**src/rtl/dtb_pkg.sv**
```systemverilog
package dtb_pkg;
  parameter int DW      = 32;
  parameter int AW      = 10;
  parameter int NCH     = 2;
  parameter int CH_W    = (NCH > 1) ? $clog2(NCH) : 1;
  parameter int CTRL_W  = 7;
  parameter int PRE_W   = 8;
  parameter int NARROW  = 16;
  parameter int ID_CNT  = 12;
  parameter logic [AW-1:0] ITEN_WORD = 10'h3C0;
  parameter logic [AW-1:0] ITOV_WORD = 10'h3C1;
  parameter logic [AW-1:0] ID_WORD   = 10'h3F4;

  typedef struct packed {
    logic [1:0] prescale;
    logic       irq_en;
    logic       oneshot;
    logic       wide;
    logic       periodic;
    logic       run;
  } ctrl_t;

  typedef enum logic [2:0] {
    RG_LOAD   = 3'd0,
    RG_VALUE  = 3'd1,
    RG_CTRL   = 3'd2,
    RG_INTCLR = 3'd3,
    RG_RIS    = 3'd4,
    RG_MIS    = 3'd5,
    RG_BGLOAD = 3'd6,
    RG_NONE   = 3'd7
  } chreg_e;

  localparam ctrl_t CTRL_RST = '{prescale: 2'd0, irq_en: 1'b1, oneshot: 1'b0,
                                 wide: 1'b0, periodic: 1'b0, run: 1'b0};

  function automatic logic [DW-1:0] width_mask(input logic wide);
    return wide ? {DW{1'b1}} : {{(DW-NARROW){1'b0}}, {NARROW{1'b1}}};
  endfunction

  function automatic logic tick_due(input logic [1:0] pre, input logic [PRE_W-1:0] pcnt);
    case (pre)
      2'd0:    return 1'b1;
      2'd1:    return &pcnt[3:0];
      default: return &pcnt;
    endcase
  endfunction

  // count after one step: decrement, or the mode's action at zero
  function automatic logic [DW-1:0] next_count(input logic [DW-1:0] cnt_m,
                                               input logic [DW-1:0] load,
                                               input logic [DW-1:0] mask,
                                               input logic periodic);
    if (cnt_m == '0) return periodic ? (load & mask) : mask;
    return (cnt_m - 1'b1) & mask;
  endfunction

  function automatic logic [7:0] id_byte(input logic [3:0] idx);
    case (idx)
      4'd0:  return 8'h04;
      4'd4:  return 8'h23;
      4'd5:  return 8'hB8;
      4'd6:  return 8'h1B;
      4'd8:  return 8'h0D;
      4'd9:  return 8'hF0;
      4'd10: return 8'h05;
      4'd11: return 8'hB1;
      default: return 8'h00;
    endcase
  endfunction
endpackage

```
**src/rtl/dtb_decode.sv**
```systemverilog
module dtb_decode
  import dtb_pkg::*;
(
  input  logic          psel,
  input  logic          penable,
  input  logic          pwrite,
  input  logic [AW-1:0] paddr,
  output logic          wr_acc,
  output logic          hit_ch,
  output logic [CH_W-1:0] ch_sel,
  output chreg_e        ch_reg,
  output logic          hit_iten,
  output logic          hit_itov,
  output logic          hit_id,
  output logic [3:0]    id_idx,
  output logic          unmapped
);
  logic [AW-1:0] id_off;

  always_comb begin
    wr_acc   = psel && penable && pwrite;
    ch_reg   = chreg_e'(paddr[2:0]);
    ch_sel   = paddr[3 +: CH_W];
    hit_ch   = (32'(paddr[AW-1:3]) < NCH) && (ch_reg != RG_NONE);
    hit_iten = (paddr == ITEN_WORD);
    hit_itov = (paddr == ITOV_WORD);
    id_off   = paddr - ID_WORD;
    hit_id   = (paddr >= ID_WORD) && (32'(id_off) < ID_CNT);
    id_idx   = id_off[3:0];
    unmapped = !(hit_ch || hit_iten || hit_itov || hit_id);
  end
endmodule

```
**src/rtl/dtb_channel.sv**
```systemverilog
module dtb_channel
  import dtb_pkg::*;
(
  input  logic          clk,
  input  logic          rst_n,
  input  logic          wr_load,
  input  logic          wr_bgload,
  input  logic          wr_ctrl,
  input  logic          wr_intclr,
  input  logic [DW-1:0] wdata,
  output logic [DW-1:0] load_o,
  output logic [DW-1:0] value_o,
  output ctrl_t         ctrl_o,
  output logic          raw_o,
  output logic          ev_expire
);
  logic [DW-1:0]    load_q, cnt_q, mask, cnt_m, cnt_nxt;
  ctrl_t            ctrl_q;
  logic             raw_q, ev_tick, halted, step;
  logic [PRE_W-1:0] pcnt_q;

  always_comb begin
    mask      = width_mask(ctrl_q.wide);
    cnt_m     = cnt_q & mask;
    ev_tick   = ctrl_q.run && tick_due(ctrl_q.prescale, pcnt_q);
    halted    = ctrl_q.oneshot && (cnt_m == '0);
    step      = ev_tick && !halted;
    ev_expire = step && (cnt_m == DW'(1));
    cnt_nxt   = next_count(cnt_m, load_q, mask, ctrl_q.periodic);
  end

  always_ff @(posedge clk or negedge rst_n) begin
    if (!rst_n) begin
      load_q <= '0;
      cnt_q  <= '1;
      ctrl_q <= CTRL_RST;
      raw_q  <= 1'b0;
      pcnt_q <= '0;
    end else begin
      if (wr_load || wr_bgload) load_q <= wdata;
      if (wr_ctrl)              ctrl_q <= ctrl_t'(wdata[CTRL_W-1:0]);
      if (wr_load)              cnt_q  <= wdata & mask;
      else if (step)            cnt_q  <= cnt_nxt;
      if (ev_expire)            raw_q  <= 1'b1;
      else if (wr_intclr)       raw_q  <= 1'b0;
      pcnt_q <= ctrl_q.run ? pcnt_q + 1'b1 : '0;
    end
  end

  assign load_o  = load_q;
  assign value_o = cnt_m;
  assign ctrl_o  = ctrl_q;
  assign raw_o   = raw_q;
endmodule

```
**src/rtl/dtb_irq_out.sv**
```systemverilog
module dtb_irq_out
  import dtb_pkg::*;
(
  input  logic           clk,
  input  logic           rst_n,
  input  logic           itm_en,
  input  logic [NCH-1:0] itov,
  input  logic [NCH-1:0] raw,
  input  logic [NCH-1:0] inten,
  output logic [NCH-1:0] irq_q,
  output logic           irq_any_q
);
  logic [NCH-1:0] src;

  always_comb src = itm_en ? itov : (raw & inten);

  always_ff @(posedge clk or negedge rst_n) begin
    if (!rst_n) begin
      irq_q     <= '0;
      irq_any_q <= 1'b0;
    end else begin
      irq_q     <= src;
      irq_any_q <= |src;
    end
  end
endmodule

```
**src/rtl/apb_dual_timer_bank.sv**
```systemverilog
module apb_dual_timer_bank
  import dtb_pkg::*;
(
  input  logic          clk,
  input  logic          rst_n,
  input  logic          psel,
  input  logic          penable,
  input  logic          pwrite,
  input  logic [AW-1:0] paddr,
  input  logic [DW-1:0] pwdata,
  output logic [DW-1:0] prdata,
  output logic          pready,
  output logic          pslverr,
  output logic          tmr_irq_a,
  output logic          tmr_irq_b,
  output logic          tmr_irq_any
);
  logic            wr_acc, hit_ch, hit_iten, hit_itov, hit_id, unmapped;
  logic [CH_W-1:0] ch_sel;
  chreg_e          ch_reg;
  logic [3:0]      id_idx;

  logic            itm_en_q;
  logic [NCH-1:0]  itov_q;
  logic [DW-1:0]   ch_load  [NCH];
  logic [DW-1:0]   ch_value [NCH];
  ctrl_t           ch_ctrl  [NCH];
  logic [NCH-1:0]  ch_raw, ch_inten, ch_expire;
  logic [NCH-1:0]  irq_vec;

  dtb_decode u_dec (
    .psel(psel), .penable(penable), .pwrite(pwrite), .paddr(paddr),
    .wr_acc(wr_acc), .hit_ch(hit_ch), .ch_sel(ch_sel), .ch_reg(ch_reg),
    .hit_iten(hit_iten), .hit_itov(hit_itov), .hit_id(hit_id),
    .id_idx(id_idx), .unmapped(unmapped)
  );

  for (genvar i = 0; i < NCH; i++) begin : g_ch
    logic wr_this;
    assign wr_this = wr_acc && hit_ch && (ch_sel == CH_W'(i));
    dtb_channel u_ch (
      .clk(clk), .rst_n(rst_n),
      .wr_load  (wr_this && ch_reg == RG_LOAD),
      .wr_bgload(wr_this && ch_reg == RG_BGLOAD),
      .wr_ctrl  (wr_this && ch_reg == RG_CTRL),
      .wr_intclr(wr_this && ch_reg == RG_INTCLR),
      .wdata(pwdata),
      .load_o(ch_load[i]), .value_o(ch_value[i]), .ctrl_o(ch_ctrl[i]),
      .raw_o(ch_raw[i]), .ev_expire(ch_expire[i])
    );
    assign ch_inten[i] = ch_ctrl[i].irq_en;
  end

  always_ff @(posedge clk or negedge rst_n) begin
    if (!rst_n) begin
      itm_en_q <= 1'b0;
      itov_q   <= '0;
    end else begin
      if (wr_acc && hit_iten) itm_en_q <= pwdata[0];
      if (wr_acc && hit_itov) itov_q   <= pwdata[NCH-1:0];
    end
  end

  always_comb begin
    prdata = '0;
    if (hit_ch) begin
      case (ch_reg)
        RG_LOAD, RG_BGLOAD: prdata = ch_load[ch_sel];
        RG_VALUE:           prdata = ch_value[ch_sel];
        RG_CTRL:            prdata = DW'(ch_ctrl[ch_sel]);
        RG_RIS:             prdata = DW'(ch_raw[ch_sel]);
        RG_MIS:             prdata = DW'(ch_raw[ch_sel] & ch_inten[ch_sel]);
        default:            prdata = '0;
      endcase
    end else if (hit_iten) begin
      prdata = DW'(itm_en_q);
    end else if (hit_itov) begin
      prdata = DW'(itov_q);
    end else if (hit_id) begin
      prdata = DW'(id_byte(id_idx));
    end
  end

  dtb_irq_out u_irq (
    .clk(clk), .rst_n(rst_n), .itm_en(itm_en_q), .itov(itov_q),
    .raw(ch_raw), .inten(ch_inten), .irq_q(irq_vec), .irq_any_q(tmr_irq_any)
  );

  assign tmr_irq_a = irq_vec[0];
  assign tmr_irq_b = irq_vec[1];
  assign pready    = 1'b1;
  assign pslverr   = 1'b0;
endmodule

```
**config.mk**
```make
export PLATFORM = sky130hd
export DESIGN_NAME = apb_dual_timer_bank
export DESIGN_NICKNAME = d
export VERILOG_FILES = /design/src/rtl/dtb_pkg.sv /design/src/rtl/dtb_decode.sv /design/src/rtl/dtb_channel.sv /design/src/rtl/dtb_irq_out.sv /design/src/rtl/apb_dual_timer_bank.sv
export SDC_FILE = /design/constraint.sdc
export NUM_CORES = 1
export LEC_CHECK = 0
export ABC_AREA = 1
export CAP_MARGIN = 10
export CORE_MARGIN = 3
export CORE_UTILIZATION = 35
export CTS_CLUSTER_SIZE = 24
export DETAILED_ROUTE_END_ITERATION = 6
export SYNTH_ARGS = -nofsm -noshare
export SYNTH_HDL_FRONTEND = slang
export SYNTH_SLANG_ARGS = --single-unit
```
**constraint.sdc**
```tcl
create_clock -name clk -period 4.5 [get_ports clk]
set_input_delay 0.9 -clock clk [delete_from_list [all_inputs] [get_ports clk]]
set_output_delay 0.9 -clock clk [all_outputs]
set_load 0.01 [all_outputs]
```
# Yosys cells after proc, flatten, opt, wreduce, memory -nomap -nowiden
# Memories as Yosys holds them, arrays and structs flattened.
# Cells that the tools add are included.
# W data, S select, Z words.
[op_classes]
addsub = 5
order_cmp = 5
n_eq_ne = 13
mux = 41
bitwise = 12
n_reduce_logical = 44
[ops]
columns = ["operator", "n"]
rows = [
  ["$mux W32", 19],
  ["$and A32 B32 Y32", 8],
  ["$pmux W32 S5", 1],
  ["$eq A32 B1 Y1 const B", 2],
  ["$logic_not A32 Y1", 2],
  ["$sub A32 B1 Y32 const B", 2],
  ["$mux W8", 5],
  ["$logic_and A1 B1 Y1", 25],
  ["$mux W7", 3],
  ["$eq A10 B10 Y1 const B", 2],
  ["$add A8 B1 Y8 const B", 2],
  ["$reduce_and A8 Y1", 2],
  ["$ge A10 B10 Y1 const B", 1],
  ["$lt A10 B4 Y1 const B", 1],
  ["$mux W1", 10],
  ["$sub A10 B10 Y10 const B", 1],
  ["$eq A3 B3 Y1 const B", 3],
  ["$reduce_and A4 Y1", 2],
  ["$reduce_bool A2 Y1", 4],
  ["$lt A7 B2 Y1 const B", 1],
  ["$eq A3 B2 Y1 const B", 2],
  ["$eq A2 B1 Y1 const B", 2],
  ["$logic_not A2 Y1", 2],
  ["$pmux W1 S2", 2],
  ["other kinds (13)", 16],
]
[totals]
register_bits = 166
romBits = 128
in_bits = 47
out_inout_bits = 37
wordCells = 145
n_memories = 1
[mem_list]
columns = ["name", "depth", "width", "rd", "rd_ports_with_merged_regs", "wr", "line", "source"]
rows = [
  ["(no name shown)", 16, 8, 1, 0, 0, "dtb_pkg.sv:59", "case (idx)"],
]

# Depth between registers and ports, before layout
# Gate-level depths: netlist of run 1.
[depth]
ltp_word = 8
ltp_mapped = 14
mapped_depth_nobuf = 14

# By module
# A second synthesis of run 1 with hierarchy kept.
[hier_totals]
hier_cells = 1983
area_unflattened_um2 = 12503.2
[modules_own_cells]
columns = ["module", "n_inst", "cells_each", "area_each_um2", "seq_area_each_um2"]
rows = [
  ["dtb_channel", 2, 746, 5146.2, 2043.2],
  ["apb_dual_timer_bank", 1, 434, 1876.8, 75.1],
  ["dtb_decode", 1, 40, 203.9, 0.0],
  ["dtb_irq_out", 1, 17, 130.1, 75.1],
]

# Worst setup path before layout of run 1
# OpenSTA, ideal clock, no wires.
[synth_timing]
path_type = "input -> output"
startpoint = "input paddr[3]"
endpoint = "output prdata[3]"
arrival_ns = 2.543
t_required_ns = 3.600
slack_ns = 1.057
path_stages = 7
n_path_buf = 2
path_cell_list = "inv_1 > clkbuf_1 > buf_1 > ha_1 > inv_1 > a21oi_1 > o32ai_1"
[synth_via]
elab_chain_cells = 7
word_cells_on_any_way = 24
classes_between = "1 x add/sub; 3 x order compare; 2 x eq/ne; 14 x mux; 1 x bitwise; 2 x reduce/logical; 1 x memory"
[synth_lines]
columns = ["item", "line", "source"]
rows = [
  ["from (decl)", "apb_dual_timer_bank.sv:9", "input logic [AW-1:0] paddr,"],
  ["$sub A10 B10 Y10", "dtb_decode.sv:27", "id_off = paddr - ID_WORD;"],
  ["$lt A10 B4 Y1", "dtb_decode.sv:28", "hit_id = (paddr >= ID_WORD) && (32'(id_off) < ID_CNT);"],
  ["$logic_and A1 B1 Y1", "dtb_decode.sv:28", ""],
  ["$mux W8", "apb_dual_timer_bank.sv:79", "end else if (hit_id) begin"],
  ["$mux W8", "apb_dual_timer_bank.sv:77", "end else if (hit_itov) begin"],
  ["$mux W8", "apb_dual_timer_bank.sv:75", "end else if (hit_iten) begin"],
  ["$mux W32 *", "apb_dual_timer_bank.sv:66", "if (hit_ch) begin"],
  ["to (decl)", "apb_dual_timer_bank.sv:11", "output logic [DW-1:0] prdata,"],
]
# Mark *: on every way between the ends. The rest lies on a longest branch, timed or not. The select of a mux whose other input is x is not followed.

# Final worst setup path of run 1
[layout_timing]
startpoint = "input paddr[0]"
endpoint = "output prdata[13]"
[layout_via]
elab_chain_cells = 4
word_cells_on_any_way = 11
classes_between = "6 x eq/ne; 2 x mux; 3 x reduce/logical"
[layout_lines]
columns = ["item", "line", "source"]
rows = [
  ["$eq A3 B3 Y1 or $logic_not A3 Y1 (tied branches)", "apb_dual_timer_bank.sv:67", "case (ch_reg)"],
  ["$reduce_or A2 Y1", "apb_dual_timer_bank.sv:67", ""],
  ["$pmux W32 S5", "apb_dual_timer_bank.sv:67", ""],
  ["$mux W32 *", "apb_dual_timer_bank.sv:66", ""],
]
# Mark *: on every way between the ends. The rest lies on a longest branch, timed or not.

==> results of run 1 <==
## how the worst min path moves through the flow
stage | endpoint | cells past startpoint
after CTS | g_ch[1].u_ch.pcnt_q[0]$_DFF_PN0_ | 1
after detailed placement | g_ch[1].u_ch.pcnt_q[0]$_DFF_PN0_ | 1
final | g_ch[1].u_ch.pcnt_q[1]$_DFF_PN0_ | 1
after floorplan | g_ch[1].u_ch.pcnt_q[0]$_DFF_PN0_ | 1
after global placement | g_ch[0].u_ch.pcnt_q[0]$_DFF_PN0_ | 1
after global routing | g_ch[0].u_ch.cnt_q[25]$_DFFE_PN1P_ | 2
## cells in the mapped netlist (all sizes together), types with 3 or more instances
cell type,count,share of area
a21oi,89,0.036
a22oi,3,0.0018
buf,36,0.018
clkbuf,45,0.014
clkinv,6,0.0018
dfrtp,100,0.20
dfstp,66,0.14
ha,15,0.015
inv,196,0.060
nand2,715,0.22
nand3,143,0.061
nand3b,7,0.0043
nand4,20,0.011
nor2,280,0.091
nor3,18,0.0083
o211ai,4,0.0025
o21ai,195,0.080
o21bai,4,0.0025
or2,8,0.0041
xnor2,4,0.0029
xor2,11,0.0079
## per-layer routing
layer | routed length [µm] | up-vias
met2 | 19600 | 494
li1 | - | 6344
met3 | 4030 | 71
met5 | 28 | -
met1 | 20800 | 6137
met4 | 1060 | 4
## cell families (layout without fill, tap and decap cells)
| logic type | count (synthesis) | in the layout | synth area share |
|---|---|---|---|
| AOI/OAI and AO/OA | 302 | 302 | 0.127 |
| and+or+nand+nor | 1194 | 1194 | 0.405 |
| xor gates and xnor gates | 15 | 15 | 0.0107 |
| adders and majority gates | 15 | 15 | 0.0154 |
| DFF | 166 | 166 | 0.347 |
| other | 2 | 2 | 0.000614 |
| buffers and inverters | 283 | 344 | 0.0945 |
## final cells by class
class	instances	share of cell area
Clock buffer	20	0.0317
Timing Repair Buffer	110	0.0754
Clock inverter	12	0.0125
Tap cell	448	0.0398
Sequential cell	166	0.301
Inverter	202	0.0545
Multi-Input combinational cell	1528	0.485
## metrics by stage
step	instances	util	hold WS (ns)	power (mW)	cell area (µm²)
after detailed placement	2451	0.396	0.454	2.94	13400
after global placement	2451	0.396	0.450	2.92	13400
after floorplan	1977	-	0.431	2.54	12200
final	2486	0.415	0.458	4.55	14100
after CTS	2483	0.414	0.463	4.55	14100
after global routing	2486	0.415	0.486	4.81	14100
## sequential cells by signal, summed over array words and instances, names as in the netlist
signal,cells
itov_q,2
g_ch.u_ch.pcnt_q,16
u_irq.irq_q,2
itm_en_q,1
u_irq.irq_any_q,1
g_ch.u_ch.raw_o,2
g_ch.u_ch.cnt_q,64
g_ch.u_ch.load_o,64
g_ch.u_ch.ctrl_o,14
## critical path: cells and delay by family
| family | cells | cell delay [ns] |
|---|---|---|
| buf+inv | 6 | 1.72 |
| compound gates | 2 | 0.39 |
| simple gates | 2 | 0.21 |
| fa+ha+maj | 1 | 0.20 |
## power by group through the flow
| stage | clock (mW) | combinational (mW) | sequential [mW] |
|---|---|---|---|
| 2_1_floorplan | 0 | 0.904 | 1.64 |
| 3_3_place_gp | 0 | 1.27 | 1.66 |
| 3_5_place_dp | 0 | 1.28 | 1.66 |
| 4_1_cts | 1.63 | 1.29 | 1.63 |
| 5_1_grt | 1.69 | 1.48 | 1.64 |
| 6_report | 1.62 | 1.30 | 1.64 |
## repair_timing
action / CTS / global route
setup buffers: 0 / 3
gates resized for setup: 0 / 3
setup endpoints to repair: 0 / 18
==> metrics, run 1 <==
status completed; TNS Setup 0 ns; most frequent cells in the layout nand2_1, nor2_1, inv_1, o21ai_0, nand3_1; DR pass1 iterations 6; busiest grt layer met2; Cell variety after synth 45; number of fill cells between 3k and 4k; Required @ worst endpoint approximately 3.6 ns; fin worst setup slack between 0.1 and 0.15 ns; syn_area_per_cell around 6 µm²; worst slack, placed about 0.060 ns; Worst Setup Start Kind input port; Reg area ~4200 µm²; area of the multi-input gates about 6800 µm²; global-route wire length before repair approximately 71 mm; GR Util met3 0.0485; Wirelength per Cell between 15 and 20 µm; GP Congestion around 0.96; hold crit path type input port to asynchronous set/reset pin; H-tree levels 4; Int Pwr ~2.9 mW; Most used DFF post-synth dfrtp_1; warnings from Yosys 0; DRC 0; via count around 13k; CP Class input port to primary output; worst vdd ir 0.241 mV; CTS tree done; Critical Path Max Stage Delay 0.58 ns; Hold Buf Count CTS 0; Starting Density 0.360; WP data arrival 3.45 ns; Worst-Skew Late Latency roughly 0.44 ns; # setup viols final 0; Die W 193 µm; Sink Count 166; Final nets 2,087; largest net degree at the start of global routing 95; Sw Pwr between 1.5 and 2 mW; Setup crit end kind primary output; Root Driver clkbuf_16; Die Y ~190 µm; FP Rows 67; routed wire length 45.6 mm; Antenna Diode Count 0; critical-path cell list clkdlybuf4s50_1, inv_1, ha_1, inv_1, nor2_1, inv_1, o21ai_4, buf_4, nand2_1, a21oi_1, clkdlybuf4s50_1; Critical R2R Launch g_ch[1].u_ch.ctrl_o[2]$_DFFE_PN0P_; ratio of cells with drive above 1 in the final layout 0.0834; final period utilization 0.967; IO Pins 84; Die ar. around 37,000 µm²; commonest non-fill, non-tap cell in the layout nand2_1; CTS buffer count 17; EDFF count, synth 0; Tot GR Track Use 0.247; RSZ-0062 raised after global routing false; sequential fraction of the synthesis area 0.347; slowest CP cell clkdlybuf4s50_1; Worst slew margin 0.239; core area ~34,000 µm²; f_max between 0.2 and 0.25 GHz; Seq cells post-synth roughly 170; r2r setup slk about 1.1 ns; Detailed Route Iter0 Violations between 1.5k and 2k; synthesized area approximately 12,000 µm²; Flop pwr share 0.359; Worst Clk Skew about 0.014 ns; share of total power in the clock network 0.355; PD cells about 320 nW/µm²; max-cap violations 0; clk slew on worst S/H paths roughly 0.07 ns; Syn Nets 2,039; HPWL after detailed placement about 34 mm; GRT met1 Usage 0.362; Worst Reg-to-Reg Cells 11; vias per inst about 5.2; R2R Path End g_ch[1].u_ch.cnt_q[22]$_DFFE_PN1P_; PortBufs 81; vias in the first global route between 10k and 15k; grt total ovfl 0; Worst Path Max Fanout 19; P_leak just over 7 nW; Async SR Flop Fraction 1.00; worst setup path start paddr[0]; Final Critical Period 4.35 ns; antenna-violating nets left 0; met2 usage 0.368; Post-Synthesis Cells between 1.5k and 2k; Comb power frac 0.286; Critical Path Most Common Cell inv_1; antenna violations before repair 1; Clock Path Buffers 2; Slew Limit Fails 0; CP endpoint prdata[13]; Slew @ Worst Pin about 1.1 ns; Switching Share 0.354; area grow syn2layout 15.3%; Fin. Hold Viols 0
(Power assumes the default switching activity.)
==> inputs of run 2 (changes only) <==
--- a/config.mk
+++ b/config.mk
@@ -11,6 +11,7 @@
 export CORE_UTILIZATION = 35
 export CTS_CLUSTER_SIZE = 24
 export DETAILED_ROUTE_END_ITERATION = 6
+export GPL_TIMING_DRIVEN = 0
 export SYNTH_ARGS = -nofsm -noshare
 export SYNTH_HDL_FRONTEND = slang
 export SYNTH_SLANG_ARGS = --single-unit
==> run 2 against run 1 <==
First-iteration DRC count decreased by 14%. Non-clock buffer count increased by 56. Sequential power about the same.
==> metrics, run 2 (same netlist as run 1, synthesis figures left out) <==
Critical Path Most Common Cell inv_1; largest net degree at the start of global routing 111 (+17%); FP Rows 67 (unchanged); Setup crit end kind primary output; Die ar. 37,200 µm² (unchanged); global-route wire length before repair 72.7 mm (+3.2%); PD cells 319 nW/µm² (-1.3%); Final Critical Period 4.41 ns (+0.0584 ns); area grow syn2layout 17.9%; buffer and inverter count on the worst path 6 (unchanged); most frequent cells in the layout nand2_1, nor2_1, inv_1, o21ai_0, nand3_1; antenna violations before repair 0 (-1); P_leak 7.28 nW (+1.7%); HPWL after detailed placement 38.0 mm (+12%); slowest CP cell clkdlybuf4s50_1; max-cap violations 0 (unchanged); Worst Path Max Fanout 10 (-9); Sink Count 166 (unchanged); Die W 193 µm (unchanged); Slew Limit Fails 0 (unchanged); # setup viols final 0 (unchanged); Worst Setup Start Kind input port; vias per inst 5.18 (-1.4%); Final nets 2,143 (+2.7%); critical path's top delay family buffers and inverters; DR pass1 iterations 5 (-1); RSZ-0062 raised after global routing true; final period utilization 0.980 (+0.0130); Worst-Skew Late Latency 0.46 ns (+0.02 ns); Required @ worst endpoint 3.60 ns (about the same); Comb power frac 0.297 (+0.011); WHS 0.352 ns (-0.106 ns); grt total ovfl 0 (unchanged); vias in the first global route 12.3k (+2.9%); routed wire length 48.0 mm (+5.3%); Detailed Route Iter0 Violations 1,313 (-14%); Starting Density 0.360 (unchanged); WP data arrival 3.51 ns (+0.06 ns); Wirelength per Cell 18.9 µm (+3.0%); critical-path cell list clkdlybuf4s50_1, inv_1, ha_1, inv_1, nor2_4, inv_1, buf_2, a21oi_1, o21ai_0, a21oi_2, clkdlybuf4s50_1; Critical Path Max Stage Delay 0.59 ns (about the same); Flop pwr share 0.356 (-0.003); Slew @ Worst Pin 0.707 ns (-0.434 ns); CTS buffer count 17 (unchanged); Fin. Hold Viols 0 (unchanged); share of total power in the clock network 0.347 (-0.008); antenna-violating nets left 0 (unchanged); Sw Pwr 1.82 mW (+13%); PortBufs 80 (-1.2%); fin worst setup slack 0.0878 ns (-0.0584 ns); worst vdd ir 0.230 mV (-4.7%); clk slew on worst S/H paths 0.09 ns (+0.02 ns); Tot GR Track Use 0.259 (+0.0120); worst slack, placed -0.742 ns (-0.803 ns); Root Driver clkbuf_16; status completed; commonest non-fill, non-tap cell in the layout nand2_1; CTS tree done; Antenna Diode Count 0 (unchanged); Switching Share 0.397 (+0.0430); Clock Path Buffers 2 (unchanged); Worst slew margin 0.529 (+0.289); core area 34,000 µm² (unchanged); GP Congestion 0.973 (+1.7%); hold crit path type input port to asynchronous set/reset pin; ratio of cells with drive above 1 in the final layout 0.0960 (+0.0126); H-tree levels 4 (unchanged); IO Pins 84 (unchanged); Die Y 193 µm (unchanged); DRC 0 (unchanged); Int Pwr 2.77 mW (-5.8%); CP Class input port to primary output; via count 13.2k (+0.84%); Worst Clk Skew 0.0148 ns (+0.000535 ns); f_max 0.227 GHz (-1.3%)
## run 2: changes by cell type in the layout (fill, tap and decap cells not counted), moves of 4 or more
| cell | previous run | this run |
|---|---|---|
| clkbuf_1 | 2 | 37 |
| buf_2 | 1 | 19 |
| buf_4 | 26 | 12 |
| a21oi_1 | 89 | 76 |
| a21oi_2 | 0 | 13 |
| buf_6 | 1 | 8 |
| buf_1 | 0 | 6 |
| clkinv_8 | 0 | 6 |
| bufinv_16 | 4 | 0 |
| inv_12 | 0 | 4 |
## run 2: metrics by stage
| stage | std cells | utilization | cell area (µm²) | power (mW) | TNS [ns] |
|---|---|---|---|---|---|
| after floorplan | 1977 | - | 12200 | 2.54 | 0 |
| after global placement | 2505 | 0.400 | 13600 | 2.98 | -646.19 |
| after detailed placement | 2506 | 0.401 | 13600 | 2.99 | -16.52 |
| after CTS | 2541 | 0.423 | 14400 | 4.59 | -0.237 |
| after global routing | 2542 | 0.424 | 14400 | 4.85 | -0.0241 |
| final | 2542 | 0.424 | 14400 | 4.60 | 0 |
## run 2: final timing paths
path / startpoint / endpoint / slack [ns] / cells past startpoint
worst min register to register: g_ch[1].u_ch.pcnt_q[0]$_DFF_PN0_ / g_ch[1].u_ch.pcnt_q[0]$_DFF_PN0_ / 0.46 / 1
worst max-delay path: paddr[1] / prdata[15] / 0.09 / 11
worst max register to register: g_ch[1].u_ch.cnt_q[15]$_DFFE_PN1P_ / g_ch[1].u_ch.cnt_q[16]$_DFFE_PN1P_ / 1.87 / 12
worst min-delay path: rst_n / g_ch[0].u_ch.pcnt_q[4]$_DFF_PN0_ / 0.35 / 1
max in group asynchronous: rst_n / g_ch[1].u_ch.cnt_q[24]$_DFFE_PN1P_ / 3.23 / 2
min in group clk: g_ch[1].u_ch.pcnt_q[0]$_DFF_PN0_ / g_ch[1].u_ch.pcnt_q[0]$_DFF_PN0_ / 0.46 / 1
## run 2: layout make-up
cell class / count / area, µm²
tap: 448 / 561
timing repair buffer: 86 / 876
buffer: 80 / 414
sequential: 166 / 4240
inverter: 202 / 769
multi-input combinational: 1528 / 6920
clock buffer: 17 / 425
clock inverter: 15 / 211
fill: 3687 / 19500
## run 2: power groups by stage
stage               combinational (mW)  sequential (mW)  clock (mW)
CTS                               1.34             1.63        1.62
floorplan                        0.904             1.64           0
global route                      1.53             1.64        1.68
finish                            1.37             1.64        1.60
global placement                  1.32             1.66           0
detailed placement                1.33             1.66           0
## run 2: what timing repair did
item	in CTS	in global routing
setup buffers	4	1
hold buffers	0	0
gates resized for setup	24	23
setup endpoints to repair	32	32
hold endpoints to repair	0	0
pin swaps	2	1
## run 2: routing by layer
metal  share of wire  vias to the layer above  GRT usage
met5               0                        -          0
met4           0.027                        0     0.0787
met3           0.074                       64     0.0514
met2            0.44                      499      0.400
met1            0.46                     6131      0.367
li1                -                     6465          -
